**src/rtl/stor2ch_pkg.sv**
```systemverilog
package stor2ch_pkg;
  localparam int DATA_W = 32;
  localparam int ADDR_W = 9;
  localparam int NCH    = 2;
  localparam int SCTL_W = 12;
  localparam int SIEN_W = 16;
  localparam int SCR_W  = 6;
  localparam logic [SIEN_W-1:0] SIEN_MASK = 16'h3EED;
  localparam logic [15:0]       CONF_HI   = 16'h6515;
  localparam logic [DATA_W-1:0] SSTAT_UP  = 32'h113;

  typedef enum logic [3:0] {
    RS_ZERO, RS_CMD, RS_SCR, RS_STAT, RS_PACK0, RS_PACK1, RS_DMAFWD,
    RS_TF, RS_ONES, RS_CONF, RS_SCTL, RS_SSTAT, RS_SIEN
  } rdSel_e;

  typedef struct packed {
    logic [NCH-1:0] cmdWe;
    logic [NCH-1:0] scrWe;
    logic [NCH-1:0] statWe;
    logic [NCH-1:0] sctlWe;
    logic [NCH-1:0] sienWe;
    logic           rdEn;
    rdSel_e         rdSel;
    logic           rdCh;
    logic [1:0]     rdSize;
  } strobe_t;
endpackage

```
**src/rtl/stor2ch_ctrl.sv**
```systemverilog
module stor2ch_ctrl
  import stor2ch_pkg::*;
(
  input  logic [ADDR_W-1:0] busAddr,
  input  logic [1:0]        busSize,
  input  logic              busRd,
  input  logic              busWr,
  output strobe_t           stb,
  output logic [NCH-1:0]    tfReq,
  output logic [NCH-1:0]    dmaReq
);
  logic acc, ch, isAlias;

  always_comb begin
    stb        = '0;
    stb.rdSel  = RS_ZERO;
    stb.rdEn   = busRd;
    stb.rdSize = busSize;
    tfReq      = '0;
    dmaReq     = '0;
    acc        = busRd | busWr;
    ch         = 1'b0;
    isAlias    = 1'b0;
    if (busAddr[ADDR_W-1:5] == '0) begin
      // low DMA block: bit 3 picks the channel, bit 4 the alias
      ch      = busAddr[3];
      isAlias = busAddr[4];
      stb.rdCh = ch;
      case (busAddr[2:0])
        3'd0: begin
          stb.cmdWe[ch] = busWr;
          stb.rdSel = isAlias ? (ch ? RS_PACK1 : RS_PACK0) : RS_CMD;
        end
        3'd1: begin
          stb.scrWe[ch] = busWr;
          if (!isAlias) stb.rdSel = RS_SCR;
        end
        3'd2: begin
          stb.statWe[ch] = busWr;
          if (!isAlias) stb.rdSel = RS_STAT;
        end
        3'd4, 3'd5, 3'd6, 3'd7: begin
          if (!isAlias) begin
            dmaReq[ch] = acc;
            stb.rdSel  = RS_DMAFWD;
          end
        end
        default: ;
      endcase
    end else if (busAddr[ADDR_W-1:ADDR_W-2] == 2'b01) begin
      ch = busAddr[6];
      stb.rdCh = ch;
      if (busAddr[5:3] == 3'd0) begin
        if (busSize == 2'd0 || busAddr[2:0] == 3'd0) begin
          tfReq[ch] = acc;
          stb.rdSel = RS_TF;
        end else begin
          stb.rdSel = RS_ONES;
        end
      end else if (busAddr[5:0] == 6'h20) begin
        stb.rdSel = RS_CONF;
      end
    end else if (busAddr[ADDR_W-1]) begin
      ch = busAddr[7];
      stb.rdCh = ch;
      case (busAddr[6:0])
        7'h00: begin stb.sctlWe[ch] = busWr; stb.rdSel = RS_SCTL; end
        7'h04: stb.rdSel = RS_SSTAT;
        7'h48: begin stb.sienWe[ch] = busWr; stb.rdSel = RS_SIEN; end
        default: ;
      endcase
    end
  end
endmodule

```
**src/rtl/stor2ch_dp.sv**
```systemverilog
module stor2ch_dp
  import stor2ch_pkg::*;
(
  input  logic                  clk,
  input  logic                  rstN,
  input  strobe_t               stb,
  input  logic [DATA_W-1:0]     busWdata,
  input  logic [NCH-1:0]        dmaActive,
  input  logic [NCH-1:0]        dmaErrSet,
  input  logic [NCH-1:0]        dmaIntSet,
  input  logic [NCH-1:0]        devPresent,
  input  logic [NCH-1:0]        devIrq,
  input  logic [NCH*DATA_W-1:0] tfRdata,
  input  logic [NCH*DATA_W-1:0] dmaRdata,
  output logic [DATA_W-1:0]     busRdata,
  output logic [NCH-1:0]        chanReset,
  output logic                  irqOut
);
  logic [NCH-1:0][7:0]        cmdQ, statQ;
  logic [NCH-1:0][SCR_W-1:0]  scrQ;
  logic [NCH-1:0][SCTL_W-1:0] sctlQ;
  logic [NCH-1:0][SIEN_W-1:0] sienQ;
  logic [NCH-1:0]             irqQ;

  for (genvar c = 0; c < NCH; c++) begin : g_chan
    logic [7:0] statNext;
    always_comb begin
      statNext    = statQ[c];
      statNext[0] = dmaActive[c];
      if (stb.statWe[c]) begin
        statNext[6:5] = busWdata[6:5];
        statNext[2:1] = statQ[c][2:1] & ~busWdata[2:1];
      end
      statNext[1] = statNext[1] | dmaErrSet[c];
      statNext[2] = statNext[2] | dmaIntSet[c];
      statNext[7] = 1'b0;
      statNext[4:3] = 2'b00;
    end
    always_ff @(posedge clk or negedge rstN) begin
      if (!rstN) begin
        cmdQ[c] <= '0; statQ[c] <= '0; scrQ[c] <= '0;
        sctlQ[c] <= '0; sienQ[c] <= '0; irqQ[c] <= 1'b0;
        chanReset[c] <= 1'b0;
      end else begin
        statQ[c] <= statNext;
        irqQ[c]  <= devIrq[c];
        chanReset[c] <= stb.sctlWe[c] & busWdata[0];
        if (stb.cmdWe[c])  cmdQ[c]  <= busWdata[7:0];
        if (stb.scrWe[c])  scrQ[c]  <= busWdata[SCR_W-1:0];
        if (stb.sctlWe[c]) sctlQ[c] <= busWdata[SCTL_W-1:0];
        if (stb.sienWe[c]) sienQ[c] <= busWdata[DATA_W-1:DATA_W-SIEN_W] & SIEN_MASK;
      end
    end
  end

  logic [DATA_W-1:0] pack0, pack1, rdMux;
  always_comb begin
    pack0        = {statQ[1], statQ[0], 8'h00, cmdQ[0]};
    pack0[4]     = cmdQ[0][4] | irqQ[0];
    pack0[6]     = cmdQ[0][6] | irqQ[1];
    pack0[14]    = statQ[1][2];
    pack1        = {8'h00, statQ[1], 8'h00, cmdQ[1]};
    pack1[4]     = cmdQ[1][4] | irqQ[1];
  end

  always_comb begin
    case (stb.rdSel)
      RS_CMD:    rdMux = {24'h0, cmdQ[stb.rdCh]};
      RS_SCR:    rdMux = {{(DATA_W-SCR_W){1'b0}}, scrQ[stb.rdCh]};
      RS_STAT:   rdMux = {24'h0, statQ[stb.rdCh]};
      RS_PACK0:  rdMux = pack0;
      RS_PACK1:  rdMux = pack1;
      RS_DMAFWD: rdMux = stb.rdCh ? dmaRdata[2*DATA_W-1:DATA_W] : dmaRdata[DATA_W-1:0];
      RS_TF:     rdMux = stb.rdCh ? tfRdata[2*DATA_W-1:DATA_W] : tfRdata[DATA_W-1:0];
      RS_ONES:   rdMux = (stb.rdSize == 2'd1) ? 32'h0000_FFFF : 32'hFFFF_FFFF;
      RS_CONF:   rdMux = {CONF_HI, 4'h0, irqQ[stb.rdCh], 11'h0};
      RS_SCTL:   rdMux = {{(DATA_W-SCTL_W){1'b0}}, sctlQ[stb.rdCh]};
      RS_SSTAT:  rdMux = devPresent[stb.rdCh] ? SSTAT_UP : '0;
      RS_SIEN:   rdMux = {sienQ[stb.rdCh], {(DATA_W-SIEN_W){1'b0}}};
      default:   rdMux = '0;
    endcase
  end

  always_ff @(posedge clk or negedge rstN) begin
    if (!rstN)         busRdata <= '0;
    else if (stb.rdEn) busRdata <= rdMux;
  end

  assign irqOut = |irqQ;
endmodule

```
**src/rtl/stor2ch_regs.sv**
```systemverilog
module stor2ch_regs
  import stor2ch_pkg::*;
(
  input  logic                  clk,
  input  logic                  rstN,
  input  logic [ADDR_W-1:0]     busAddr,
  input  logic [1:0]            busSize,
  input  logic                  busRd,
  input  logic                  busWr,
  input  logic [DATA_W-1:0]     busWdata,
  output logic [DATA_W-1:0]     busRdata,
  input  logic [NCH-1:0]        dmaActive,
  input  logic [NCH-1:0]        dmaErrSet,
  input  logic [NCH-1:0]        dmaIntSet,
  input  logic [NCH-1:0]        devPresent,
  input  logic [NCH-1:0]        devIrq,
  output logic [NCH-1:0]        tfReq,
  output logic [2:0]            tfOfs,
  input  logic [NCH*DATA_W-1:0] tfRdata,
  output logic [NCH-1:0]        dmaReq,
  output logic [1:0]            dmaOfs,
  input  logic [NCH*DATA_W-1:0] dmaRdata,
  output logic                  fwdWe,
  output logic [1:0]            fwdSize,
  output logic [DATA_W-1:0]     fwdWdata,
  output logic [NCH-1:0]        chanReset,
  output logic                  irqOut
);
  strobe_t stb;

  stor2ch_ctrl u_ctrl (
    .busAddr(busAddr), .busSize(busSize), .busRd(busRd), .busWr(busWr),
    .stb(stb), .tfReq(tfReq), .dmaReq(dmaReq)
  );

  stor2ch_dp u_dp (
    .clk(clk), .rstN(rstN), .stb(stb), .busWdata(busWdata),
    .dmaActive(dmaActive), .dmaErrSet(dmaErrSet), .dmaIntSet(dmaIntSet),
    .devPresent(devPresent), .devIrq(devIrq), .tfRdata(tfRdata),
    .dmaRdata(dmaRdata), .busRdata(busRdata), .chanReset(chanReset),
    .irqOut(irqOut)
  );

  assign tfOfs    = busAddr[2:0];
  assign dmaOfs   = busAddr[1:0];
  assign fwdWe    = busWr;
  assign fwdSize  = busSize;
  assign fwdWdata = busWdata;
endmodule

```
**config.mk**
```make
export PLATFORM = sky130hd
export DESIGN_NAME = stor2ch_regs
export DESIGN_NICKNAME = d
export VERILOG_FILES = /design/src/rtl/stor2ch_pkg.sv /design/src/rtl/stor2ch_ctrl.sv /design/src/rtl/stor2ch_dp.sv /design/src/rtl/stor2ch_regs.sv
export SDC_FILE = /design/constraint.sdc
export NUM_CORES = 1
export LEC_CHECK = 0
export CAP_MARGIN = 5
export CORE_MARGIN = 2
export CORE_UTILIZATION = 45
export CTS_CLUSTER_DIAMETER = 100
export DETAILED_ROUTE_END_ITERATION = 16
export PLACE_DENSITY_LB_ADDON = 0.15
export SLEW_MARGIN = 5
export SYNTH_ARGS = -nofsm -noshare
export SYNTH_HDL_FRONTEND = slang
export SYNTH_SLANG_ARGS = --single-unit
```
**constraint.sdc**
```tcl
create_clock -name clk -period 6.26 [get_ports clk]
set_input_delay 1.252 -clock clk [delete_from_list [all_inputs] [get_ports clk]]
set_output_delay 1.252 -clock clk [all_outputs]
set_load 0.05 [all_outputs]
```
==> flow_summary.toml <==
[setup_path]
worstSetupStartpoint = "busAddr[8]"
worst_setup_path_start_kind = "primary input"
reg2reg_depth = 6
path_class = "primary input to output port"
r2r-end = "u_dp.busRdata[4]"
critPathRequiredTime_ps = 5010
cp_data_arrival_time_ps = 4130
crit-reg2reg-launch = "u_dp.sctlQ[4]"
cp-end-kind = "output port"
reg2reg_slack_ps = 4580
path_max_fanout = 14

[floorplan]
dieWidth_um = 129
io_pins = 264
start_util_pct = 46.2
coreArea_um2 = 15200
die_area_um2 = 16600
rows = 45
die_h_um = 129

[detailed_routing]
highest_layer = "met4"
drtIter0Drc = 579
vias_per_cell = 5.90
drc = 0
routed_wl_mm = 24.9
drtPass1Iterations = 5
wire_per_inst_um = 22.1
vias = 6654
wl_met2_mm = 11.8
postRouteAntennaNets = 0
wl_met1_mm = 10.7
wl_met3_mm = 1.83

[yosys]
synth.distinct_cells = 58
synth-seq-cells = 120
yosysTopAreaCell = "dfrtp_1"
synth_cells = 742
avgSynthCellArea_um2 = 9.47
yosys.area.top_type_share_pct = 42.8
syn-cell-area_um2 = 7020
synth_edf_count = 0
ys_top_cells_by_count = "159 x nand2_1, 120 x dfrtp_1, 72 x a21oi_1"
yosysSeqAreaShare_pct = 42.8
ys.flop_type = "dfrtp_1"
syn_nets = 927
async_reset_ff_share_pct = 100
yosys.cell_count.top_type = "nand2_1"
synth_warnings = 0
yosys-top-cells-area = "dfrtp_1 43%, mux2_2 10%, nand2_1 8.5%, a21oi_1 5.1%, buf_4 4.3%"

[clocking]
cts_resized = 0
cts_sinks = 120
cts_tree = "built"
clockBufferDepth = 2
postCtsSetupBuffers = 0
cts_root_buf = "clkbuf_16"
htree_levels = 4
clk_pin_slew_ps = 60
clock_latency_ps = 430
cts_buffers = 17
hold_buffers = 0

[layout]
finalInstanceArea_um2 = 9890
final_nets = 1110
multi_input_area_um2 = 3500
fillerInstances = 1237
layout-drive-gt1-share_pct = 13.4
seqCellArea_um2 = 3000
fin_cells = 1127
syn_to_final_growth_pct = 40.9

[sta]
period_needed_ps = 5380
rsz0062_at_grt = "no"
fmax_mhz = 186
setup_violations = 0
fin_ws_ps = 883
tns_ps = 0
skew_ps = 12.1
finalMaxSlewViolations = 0
finalCritPeriodShare_pct = 85.9
tightest_slew_ps = 1090
relSlewSlack_pct = 26.5
hold_viol = 0

[global_routing]
grt_antenna_before_repair = 1
grt_pass1_wl_mm = 37.9
grt_max_degree = 98
grt_overflow = 0
groute.usage.overall_pct = 30.3
first_global_vias = 6724

[pwr]
p_per_area_nw_per_um2 = 216
leakagePower_nw = 4.21
ir_drop_v = 0.000192
p_int_mw = 1.50
power_switching_share_pct = 29.8
seqPwrFrac_pct = 38.0
combPwrFrac_pct = 17.2
clkPwrFrac_pct = 44.7
power_switching_uw = 636

[min_path]
min_from = "u_dp.busRdata[20]"
worst_hold_path.endpoint = "u_dp.busRdata[20]"
hp-class = "flip-flop to flip-flop"
holdPathStages = 1

[placement]
io_buffers = 245
dpl.hpwl_mm = 18.2
post-place-ws_ps = 855
placedCellCount = 1094
placed_area_um2 = 9310
place_congestion = 0.866

[run]
maxCapViolations = 0

[run_status]
outcome = "complete, no violations"
==> registers in the layout, indices dropped and copies added (netlist names) <==
signal	flops
u_dp.irqQ	2
u_dp.busRdata	32
u_dp.pack0	10
u_dp.sctlQ	24
u_dp.sienQ	22
u_dp.scrQ	12
u_dp.cmdQ	16
u_dp.chanReset	2
==> power by group through the flow <==
| stage | clock network [mW] | registers [mW] | logic [mW] |
|---|---|---|---|
| after floorplan | 0 | 0.833 | 0.186 |
| after global placement | 0 | 0.825 | 0.365 |
| after detailed placement | 0 | 0.826 | 0.367 |
| after CTS | 0.965 | 0.812 | 0.369 |
| after global routing | 1.00 | 0.814 | 0.393 |
| final | 0.956 | 0.813 | 0.368 |
==> placed cells by master, fill, tap and decap left out, types with 11 or more instances in the layout <==
| master | n |
|---|---|
| clkdlybuf4s50_1 | 242 |
| nand2_1 | 159 |
| dfrtp_1 | 120 |
| a21oi_1 | 72 |
| mux2_2 | 65 |
| mux2i_1 | 29 |
| o2bb2ai_1 | 27 |
| clkbuf_16 | 17 |
| buf_4 | 15 |
| nor4_1 | 14 |
| nor2_1 | 13 |
| nor3_1 | 11 |
==> cells by family after synthesis <==
| group | count (synthesis) | share of synthesized area [%] |
|---|---|---|
| DFF | 120 | 42.8 |
| muxes | 104 | 16.2 |
| AOI/OAI and AO/OA | 172 | 16.8 |
| and+or+nand+nor | 247 | 16.4 |
| buffers and inverters | 98 | 7.80 |
| xor gates and xnor gates | 1 | 0.125 |
==> per-layer routing <==
layer,track usage (%),vias to the layer above
met5,0,-
met4,10.2,0
met3,5.99,43
met2,49.0,312
met1,41.2,3270
li1,-,3029
==> critical path, cell delays in order <==
cell and delay [ps]:
clkdlybuf4s50_1 670, or4_1 770, or3_1 400, nor3b_1 190
clkdlybuf4s50_1 830
==> final cells by class <==
cell class	instances	area share, %
Antenna cell	1	0.0253
Tap cell	188	2.38
Multi-Input combinational cell	524	35.4
Timing Repair Buffer	258	25.8
Inverter	4	0.152
Clock inverter	15	1.56
Clock buffer	17	4.30
Sequential cell	120	30.3
==> through the flow <==
step | hold slack (ps) | power (mW) | utilization (%)
after global routing | 508 | 2.21 | 65.1
after detailed placement | 477 | 1.19 | 61.3
after floorplan | 449 | 1.02 | -
final | 494 | 2.14 | 65.1
after global placement | 460 | 1.19 | 61.3
after CTS | 493 | 2.15 | 65.1
==> worst max path at each step <==
stage	slack, ps	to	depth (start not counted)
3_3_place_gp	930	dmaReq[1]	5
3_5_place_dp	850	u_dp.busRdata[19]	9
2_1_floorplan	650	tfReq[0]	7
5_1_grt	810	dmaReq[1]	5
6_report	880	dmaReq[1]	5
4_1_cts	900	dmaReq[1]	5
(Power assumes the default switching activity.)
